--- config.mk ---
export PLATFORM = sky130hd
export DESIGN_NAME = sdpwr_seq
export DESIGN_NICKNAME = d
export VERILOG_FILES = /design/src/rtl/sdpwr_pkg.sv /design/src/rtl/sdpwr_ctrl_reg.sv /design/src/rtl/sdpwr_clk_div.sv /design/src/rtl/sdpwr_preamble.sv /design/src/rtl/sdpwr_seq.sv
export SDC_FILE = /design/constraint.sdc
export NUM_CORES = 1
export LEC_CHECK = 0
export BUFFER_PORTS_ARGS = -buffer_cell sky130_fd_sc_hd__buf_4
export CAP_MARGIN = 40
export CORE_MARGIN = 5
export CORE_UTILIZATION = 47
export DETAILED_ROUTE_END_ITERATION = 8
export PLACE_DENSITY = 0.88
export SYNTH_ARGS = -nofsm -noshare
export SYNTH_HDL_FRONTEND = slang
export SYNTH_SLANG_ARGS = --single-unit
--- constraint.sdc ---
create_clock -name clk -period 2.4 [get_ports clk]
set_input_delay 0.12 -clock clk [delete_from_list [all_inputs] [get_ports clk]]
set_output_delay 0.12 -clock clk [all_outputs]
set_load 0.1 [all_outputs]
--- src/rtl/sdpwr_pkg.sv ---
package sdpwr_pkg;

    localparam int REG_W   = 8;
    localparam int POL_BIT = 4;
    localparam int NUM_DAT = 8;

    typedef enum logic [1:0] {
        PM_OFF   = 2'b00,
        PM_RSVD  = 2'b01,
        PM_CYCLE = 2'b10,
        PM_ON    = 2'b11
    } pwr_mode_e;

    typedef struct packed {
        logic               clk;
        logic               cmd;
        logic [NUM_DAT-1:0] dat;
    } pad_drive_t;

    function automatic logic mode_legal(logic [1:0] code);
        return code != PM_RSVD;
    endfunction

    function automatic logic [REG_W-1:0] pack_status(pwr_mode_e m, logic pol);
        logic [REG_W-1:0] r;
        r          = '0;
        r[1:0]     = m;
        r[POL_BIT] = pol;
        return r;
    endfunction

    function automatic pad_drive_t pad_select(pwr_mode_e m, logic rdy, logic ck,
                                              logic hcmd, logic [NUM_DAT-1:0] hdat);
        pad_drive_t p;
        case (m)
            PM_CYCLE: p = '0;
            PM_ON: begin
                p.clk = ck;
                p.cmd = rdy ? hcmd : 1'b1;
                p.dat = rdy ? hdat : '1;
            end
            default:  p = '1;
        endcase
        return p;
    endfunction

endpackage

--- src/rtl/sdpwr_ctrl_reg.sv ---
module sdpwr_ctrl_reg
    import sdpwr_pkg::*;
(
    input  logic             clk,
    input  logic             rst,
    input  logic             wr,
    input  logic [REG_W-1:0] wdata,
    output pwr_mode_e        mode,
    output logic             pol
);

    logic unused_wdata_bits;
    assign unused_wdata_bits = ^{wdata[REG_W-1:POL_BIT+1], wdata[POL_BIT-1:2]};

    always_ff @(posedge clk) begin
        if (rst) begin
            mode <= PM_OFF;
            pol  <= 1'b0;
        end else if (wr && mode_legal(wdata[1:0])) begin
            mode <= pwr_mode_e'(wdata[1:0]);
            pol  <= wdata[POL_BIT];
        end
    end

    // a reserved code leaves mode and polarity untouched
    assert_reserved_ignored_R4: assert property (@(posedge clk) disable iff (rst)
        (wr && wdata[1:0] == 2'b01) |=> ($stable(mode) && $stable(pol)));

    // without a write the polarity bit holds
    assert_pol_holds_R5: assert property (@(posedge clk) disable iff (rst)
        !wr |=> $stable(pol));

endmodule

--- src/rtl/sdpwr_clk_div.sv ---
module sdpwr_clk_div #(
    parameter int HALF_DIV = 2
) (
    input  logic clk,
    input  logic rst,
    input  logic run,
    output logic ck_q,
    output logic ck_rise
);

    localparam int DW = $clog2(HALF_DIV + 1);
    localparam logic [DW-1:0] LAST = DW'(HALF_DIV - 1);

    logic [DW-1:0] cnt;

    always_ff @(posedge clk) begin
        if (rst || !run) begin
            cnt  <= '0;
            ck_q <= 1'b0;
        end else if (cnt == LAST) begin
            cnt  <= '0;
            ck_q <= ~ck_q;
        end else begin
            cnt <= cnt + 1'b1;
        end
    end

    assign ck_rise = run && (cnt == LAST) && !ck_q;

    // the card clock parks low once the on mode is left
    assert_clk_parked_R9: assert property (@(posedge clk) disable iff (rst)
        !run |=> !ck_q);

    // the clock only ever moves on a divider wrap
    assert_clk_step_R6: assert property (@(posedge clk) disable iff (rst)
        (run && cnt != LAST) |=> $stable(ck_q));

endmodule

--- src/rtl/sdpwr_preamble.sv ---
module sdpwr_preamble #(
    parameter int PRE_CLKS = 74
) (
    input  logic clk,
    input  logic rst,
    input  logic run,
    input  logic ck_rise,
    output logic ready
);

    localparam int CW = $clog2(PRE_CLKS + 1);
    localparam logic [CW-1:0] DONE = CW'(PRE_CLKS);

    logic [CW-1:0] cnt;

    always_ff @(posedge clk) begin
        if (rst || !run)
            cnt <= '0;
        else if (ck_rise && cnt != DONE)
            cnt <= cnt + 1'b1;
    end

    assign ready = run && (cnt == DONE);

    // ready can only appear after a card clock rising edge
    assert_ready_on_edge_R7: assert property (@(posedge clk) disable iff (rst)
        $rose(ready) |-> $past(ck_rise));

    // the count saturates at the preamble length
    assert_no_overflow_R7: assert property (@(posedge clk) disable iff (rst)
        cnt <= DONE);

    // once ready, staying in the on mode keeps it
    assert_ready_sticky_R10: assert property (@(posedge clk) disable iff (rst)
        (ready && run) |=> (ready || !run));

endmodule

--- src/rtl/sdpwr_seq.sv ---
module sdpwr_seq
    import sdpwr_pkg::*;
#(
    parameter int CLK_HALF_DIV  = 2,
    parameter int PREAMBLE_CLKS = 74
) (
    input  logic               clk,
    input  logic               rst,
    input  logic               reg_wr,
    input  logic [REG_W-1:0]   reg_wdata,
    output logic [REG_W-1:0]   reg_rdata,
    input  logic               host_cmd,
    input  logic [NUM_DAT-1:0] host_dat,
    output logic               card_clk,
    output logic               card_cmd,
    output logic [NUM_DAT-1:0] card_dat,
    output logic               dir_pol,
    output logic               host_ready
);

    pwr_mode_e  mode;
    logic       pol;
    logic       run_ck;
    logic       ck_q;
    logic       ck_rise;
    logic       rdy;
    pad_drive_t pads;

    sdpwr_ctrl_reg u_ctrl (
        .clk   (clk),
        .rst   (rst),
        .wr    (reg_wr),
        .wdata (reg_wdata),
        .mode  (mode),
        .pol   (pol)
    );

    assign run_ck = (mode == PM_ON);

    sdpwr_clk_div #(.HALF_DIV(CLK_HALF_DIV)) u_div (
        .clk     (clk),
        .rst     (rst),
        .run     (run_ck),
        .ck_q    (ck_q),
        .ck_rise (ck_rise)
    );

    sdpwr_preamble #(.PRE_CLKS(PREAMBLE_CLKS)) u_pre (
        .clk     (clk),
        .rst     (rst),
        .run     (run_ck),
        .ck_rise (ck_rise),
        .ready   (rdy)
    );

    always_comb pads = pad_select(mode, rdy, ck_q, host_cmd, host_dat);

    assign card_clk   = pads.clk;
    assign card_cmd   = pads.cmd;
    assign card_dat   = pads.dat;
    assign dir_pol    = pol;
    assign host_ready = rdy;
    assign reg_rdata  = pack_status(mode, pol);

    // the cycle mode holds every card line low
    assert_cycle_low_R2: assert property (@(posedge clk) disable iff (rst)
        (reg_rdata[1:0] == 2'b10) |-> (!card_clk && !card_cmd && card_dat == '0));

    // the off mode holds every card line high and the host not ready
    assert_off_high_R3: assert property (@(posedge clk) disable iff (rst)
        (reg_rdata[1:0] == 2'b00) |-> (card_clk && card_cmd && &card_dat && !host_ready));

    // during the preamble command and data stay parked high
    assert_preamble_park_R7: assert property (@(posedge clk) disable iff (rst)
        (reg_rdata[1:0] == 2'b11 && !host_ready) |-> (card_cmd && &card_dat));

    // reset always lands in the off state with polarity cleared
    assert_reset_state_R11: assert property (@(posedge clk)
        rst |=> (reg_rdata == '0 && !host_ready));

endmodule

==> metrics.md, run 1 <==
| Metric | Value |
|---|---|
| Worst vdd ir | 0.2580 mV |
| #FFs+latches synth | 13 |
| Mapped cell area | 802.0 um^2 |
| GRT Max-Usage Layer | met2 |
| IO Port Bufs | 29 |
| FP Rows | 15 |
| Postcts setup bufs | 0 |
| Root Buffer | clkbuf_4 |
| Total GRT Usage | 15.38% |
| Psw | 239.7 uW |
| First-pass GRT wire length | 3118 um |
| N_diodes | 0 |
| Grt total ovfl | 0 |
| Sequential share of power | 40.6% |
| Vias in the first global route | 772 |
| Seq/Total Area, Yosys | 32.45% |
| Met2 usage | 27.68% |
| Antenna violations before repair | 0 |
| Crit path DAT | 1.75 ns |
| Slew Viols, Final | 0 |
| Crit end category | output port |
| Die area | 2633 um^2 |
| Wirelength per Cell | 12.86 um |
| Count leader, synth | nand2_1 |
| Fmax | 535.7 MHz |
| DR iter-0 viols | 10 |
| Max_slew headroom | 61.54% |
| Total number of vias | 796 |
| Leading area contributor after synthesis | dfxtp_1 |
| Final GP Congestion | 0.8024 |
| Fraction of layout cells with a size suffix above 1 | 28.13% |
| Setup TNS | 0 ns |
| Syn-to-layout area delta | 29.33% |
| Hold Vio Cnt, Final | 0 |
| Status | complete, no violations |
| Ys Warns | 0 |
| Initial core utilization | 48.01% |
| Layout Skew | 0.003713 ns |
| Largest net degree at the start of global routing | 17 |
| PwrDens | 542.4 nW/um^2 |
| Crit share post-route | 77.78% |
| Combinational power share | 35.4% |
| RSZ-0062 raised after global routing | false |
| Commonest cells post-synth | nand2_1 (19), dfxtp_1 (13), o31ai_1 (11) |
| Clk slew on worst S/H paths | 0.08 ns |
| Final HPWL DP | 1465 um |
| GR Util met1 | 16.99% |
| Critical path peak fanout | 12 |
| Sink Count | 13 |
| Nets | 152 |
| Max Buffers Root-to-Sink | 2 |
| DR pass1 iterations | 4 |
| Synth top area share | 32.45% |
| Crit start category | register |
| Int Pwr | 322.9 uW |
| Die Width | 51.31 um |
| Slew @ Worst Pin | 0.5760 ns |
| Final setup violation count | 0 |
| Clock power share | 24.1% |
| Clock Latency Late Sink | 0.27 ns |
| Crit path required time | 2.28 ns |
| Core area | 1670 um^2 |
| Die span in y | 51.31 um |
| Filler cell count | 156 |
| Crit path time final | 1.867 ns |
| Main synth FF type | dfxtp_1 |
| Leak | 0.4476 nW |
| Share of synthesized registers carrying an async set or reset | 0% |
| I/O pin total | 40 |
| Inserted Clock Buffers | 3 |
| CTS tree | done |
| ANT nets after route | 0 |
| H-tree depth | 1 |
| Cts repair resizes | 0 |
| Critical path type | reg -> out |
| Hold Path Class | in -> reg |
| Hold Crit Depth | 2 |
| Number of synthesized flops with an enable pin | 0 |
| PnR worst setup slack | 0.5334 ns |
| Mapped Avg Cell Area | 7.941 um^2 |
| Reg2Reg Depth | 3 |
| Tot Pwr | 562.6 uW |
| Syn Inst Count | 101 |
| Worst slack, placed | 0.7666 ns |
| Top area cells in the synthesized netlist | dfxtp_1 (32%), o31ai_1 (10%), nand2_1 (8.9%) |
| Via density | 5.490 |
| Yosys cell types | 27 |
| Final wirelength | 1864 um |
| Global Route met3 Usage | 3.790% |
| Remaining DRCs | 0 |
| Switch share | 42.61% |
| Cts hold-fix bufs | 0 |
| MaxCap Viol Count | 0 |
metrics by stage:
stage | hold WS [ns] | cell area, um^2 | util (%) | std cells
after floorplan | 0.1891 | 828.3 | - | 105
after global placement | 0.3147 | 1011 | 60.52 | 141
after detailed placement | 0.3154 | 1011 | 60.52 | 141
after CTS | 0.01801 | 1037 | 62.10 | 145
after global routing | 0.03203 | 1037 | 62.10 | 145
final | 0.02636 | 1037 | 62.10 | 145
final timing paths:
path                            slack [ns]           start           end
worst max-delay path                  0.53    u_pre.cnt[0]   card_dat[1]
worst min-delay path                  0.03             rst    u_ctrl.pol
worst max register to register        0.76  u_ctrl.mode[0]  u_pre.cnt[5]
worst min register to register        0.44    u_div.cnt[0]  u_div.cnt[0]
placed cells by master (no fill, tap or decap), types with 2 or more instances in the layout:
cell type and instances:
a21oi_1 7, buf_4 30, clkbuf_4 3, conb_1 5, dfxtp_1 13, ha_1 3
inv_1 4, mux2i_1 3, nand2_1 19, nand2b_1 3, nand3_1 3, nor3_1 2
o211ai_1 2, o21ai_0 4, o31ai_1 11, or3_1 2, or4_1 2
critical path: stages, from the launching register on:
cell and delay, ns:
dfxtp_1 0.40, inv_1 0.09, ha_1 0.21, nand4bb_1 0.10, buf_4 0.20, o31ai_1 0.09
nand2_1 0.10, buf_4 0.29
layer usage:
| layer | vias to the layer above | routed length (um) |
|---|---|---|
| met5 | - | 0 |
| li1 | 403 | - |
| met4 | 0 | 26 |
| met1 | 363 | 737 |
| met3 | 4 | 120 |
| met2 | 26 | 980 |
registers in the layout (all words and copies together), names as in the netlist:
register,flops
u_div.ck_q,1
u_ctrl.mode,2
u_pre.cnt,7
u_div.cnt,2
u_ctrl.pol,1
power by group through the flow:
stage	combinational (mW)	clock [mW]	sequential, mW
floorplan	0.146	0	0.249
global placement	0.198	0	0.233
detailed placement	0.199	0	0.233
CTS	0.199	0.138	0.228
global route	0.206	0.145	0.229
finish	0.199	0.135	0.228
kinds of logic after synthesis:
| logic type | after synthesis | share of synthesized area [%] |
|---|---|---|
| AO/OA/AOI/OAI | 26 | 20.59 |
| XOR/XNOR | 1 | 1.092 |
| adder cells (fa/ha/maj) | 3 | 4.681 |
| buffers and inverters | 15 | 9.828 |
| flip-flops | 13 | 32.45 |
| multiplexers | 3 | 3.744 |
| other | 1 | 0.4676 |
| AND/OR/NAND/NOR | 39 | 27.14 |
layout make-up:
class | count | area [um^2] | area share, %
clock buffer | 4 | 26.28 | 2.533
inverter | 4 | 15.01 | 1.448
multi-input combinational | 77 | 489.2 | 47.17
sequential | 13 | 260.3 | 25.09
tap | 17 | 21.27 | 2.051
timing repair buffer | 30 | 225.2 | 21.71
Note: power is estimated with default switching activity, not from simulation.
==> inputs of run 2 (changes only) <==
Settings changed: CORE_UTILIZATION 47 to 44, PLACE_DENSITY 0.88 to 0.83.
Clock period 2.4 ns to 1.8 ns, I/O delays scaled along.
==> run 2 against run 1 <==
  * Sequential share of layout area is 4.7 points lower
  * Combinational power is 62% higher
  * Count of clock-buffer cells in the layout stayed put
  * Setup slack worse by 0.52 ns
  * Final cell count is 9.0% higher
  * Utilization is 14 points higher
  * First-iteration DRC count grew to 4.1 times the previous value
  * Register-to-register slack worse by 0.53 ns
  * Clock power is 37% higher
  * Global-route usage is 1.9 points higher
  * Total power is 43% higher
  * Critical endpoint is now card_dat[7]
  * Largest power group is now combinational cells
==> metrics.md, run 2 (same netlist as run 1, synthesis figures left out) <==
| Metric | Value |
|---|---|
| Status | complete, no violations (unchanged) |
| Sink Count | 13 (unchanged) |
| DR pass1 iterations | 4 (unchanged) |
| Fmax | 560.6 MHz |
| Clk slew on worst S/H paths | 0.08 ns (about the same) |
| PwrDens | 613.6 nW/um^2 (was 542.4 nW/um^2) |
| Grt total ovfl | 0 (unchanged) |
| IO Port Bufs | 29 (unchanged) |
| Fraction of layout cells with a size suffix above 1 | 48.87% (was 28.13%) |
| Slew Viols, Final | 0 (unchanged) |
| Inserted Clock Buffers | 3 (unchanged) |
| CP cell instances | inv_2 > ha_4 > nand4bb_4 > buf_8 > o31ai_2 > nand2_1 > buf_12 (was inv_1 > ha_1 > nand4bb_1 > buf_4 > o31ai_1 > nand2_1 > buf_4) |
| Crit start category | register (unchanged) |
| Finished Cell Area | 1314 um^2 (was 1037 um^2) |
| Via density | 5.506 (was 5.490) |
| Hold slack | 0.01740 ns (was 0.02636 ns) |
| DR iter-0 viols | 41 (was 10) |
| Final HPWL DP | 1579 um (was 1465 um) |
| CTS tree | done (unchanged) |
| Die area | 2777 um^2 (was 2633 um^2) |
| H-tree depth | 1 (unchanged) |
| Hold Path Class | in -> reg (unchanged) |
| Die Width | 52.70 um (was 51.31 um) |
| Total GRT Usage | 17.31% (was 15.38%) |
| Syn-to-layout area delta | 63.81% (was 29.33%) |
| Final setup violation count | 0 (unchanged) |
| Remaining DRCs | 0 (unchanged) |
| Max Buffers Root-to-Sink | 2 (unchanged) |
| Crit path required time | 1.71 ns (was 2.28 ns) |
| Number of flip-flops in the largest register | 7 (unchanged) |
| Critical path peak fanout | 6 (was 12) |
| Worst vdd ir | 0.3647 mV (was 0.2580 mV) |
| I/O pin total | 40 (unchanged) |
| Leak | 0.5261 nW (was 0.4476 nW) |
| Vias in the first global route | 777 (was 772) |
| Crit path DAT | 1.69 ns (was 1.75 ns) |
| Layout Skew | 0.002040 ns (was 0.003713 ns) |
| Hold Vio Cnt, Final | 0 (unchanged) |
| Initial core utilization | 46.45% (was 48.01%) |
| Root Buffer | clkbuf_4 (unchanged) |
| Nets | 157 (was 152) |
| Wirelength per Cell | 16.25 um (was 12.86 um) |
| Setup TNS | 0 ns (unchanged) |
| Worst path slowest cell | dfxtp_4 (was dfxtp_1) |
| Core Util, Final | 76.09% (was 62.10%) |
| Core area | 1727 um^2 (was 1670 um^2) |
| Crit share post-route | 99.10% |
| ANT nets after route | 0 (unchanged) |
| Top Registers | u_pre.cnt x7, u_ctrl.mode x2, u_div.cnt x2 (unchanged) |
| Antenna violations before repair | 0 (unchanged) |
| First-pass GRT wire length | 3546 um (was 3118 um) |
| Die span in y | 52.70 um (was 51.31 um) |
| Top reg by flops | u_pre.cnt (unchanged) |
| Largest net degree at the start of global routing | 16 (was 17) |
| Most frequent cells in the layout | buf_4 (23), nand2_1 (11), dfxtp_1 (9) (was buf_4 (30), nand2_1 (19), dfxtp_1 (13)) |
| FP Rows | 15 (unchanged) |
| Critical path type | reg -> out (unchanged) |
| Area post-placement | 1059 um^2 (was 1011 um^2) |
| Final wirelength | 2568 um (was 1864 um) |
| Final GP Congestion | 0.7909 (was 0.8024) |
| Most common cell after layout, fill and taps aside | buf_4 (unchanged) |
| Crit end category | output port (unchanged) |
| MaxCap Viol Count | 0 (unchanged) |
| Crit-path max cell delay | 0.35 ns (was 0.40 ns) |
| Clock Latency Late Sink | 0.27 ns (about the same) |
| Total number of vias | 870 (was 796) |
| Crit path time final | 1.784 ns |
| N_diodes | 0 (unchanged) |
## run 2: path summary, 6_finish.rpt
path                                   start             end  slack (ns)  cells past startpoint
worst min register to register  u_div.cnt[0]    u_div.cnt[0]        0.44                      1
worst max register to register  u_div.cnt[0]    u_pre.cnt[5]        0.23                      4
worst max-delay path            u_pre.cnt[0]     card_dat[7]        0.02                      7
worst min-delay path                  reg_wr  u_ctrl.mode[0]        0.02                      2
## run 2: through the flow
step           power [mW]  worst slack, ns  instances
6_report           0.8062          0.01617        158
5_1_grt            0.8358         -0.05162        158
4_1_cts            0.7780         -0.02021        156
3_5_place_dp       0.5868           0.2600        151
3_3_place_gp       0.5843           0.3144        151
2_1_floorplan      0.5315          -0.1289        105
## run 2: timing repair
action | CTS | global route
cloned | 0 | 1
endpoints found under the setup margin | 9 | 10
resized for setup | 11 | 33
buffers inserted | 0 | 1
hold endpoints to repair | 2 | 0
pin swaps | 0 | 0
hold buffers | 1 | 0
## run 2: layout make-up
cell class | instances | area (um^2)
multi-input cells | 77 | 629.4
fillers | 107 | 412.9
repair buffers | 35 | 344.1
flip-flops and latches | 13 | 267.8
well taps | 25 | 31.28
clock buffers | 4 | 26.28
inverters | 4 | 15.01
## run 2: worst max-delay path, delay by kind of cell (launching register included)
kind | cells | cell delay [ns]
buffers and inverters | 3 | 0.45
AOI/OAI and AO/OA | 1 | 0.20
and+or+nand+nor | 2 | 0.28
adders and majority gates | 1 | 0.15
DFF | 1 | 0.35
## run 2: where the power goes
group / switching (mW) / internal, mW / leakage [nW] / total (mW)
combinational: 0.240 / 0.0838 / 0.404 / 0.323
clock: 0.0992 / 0.0859 / 0.0150 / 0.185
sequential: 0.00718 / 0.291 / 0.107 / 0.298
total: 0.346 / 0.460 / 0.526 / 0.806
## run 2: layer usage
layer / up-vias / GRT usage (%) / wire, um
li1: 416 / - / -
met1: 405 / 21.17 / 1006
met2: 43 / 27.89 / 1327
met3: 6 / 5.698 / 181
met4: 0 / 6.383 / 53
met5: - / 0 / 0
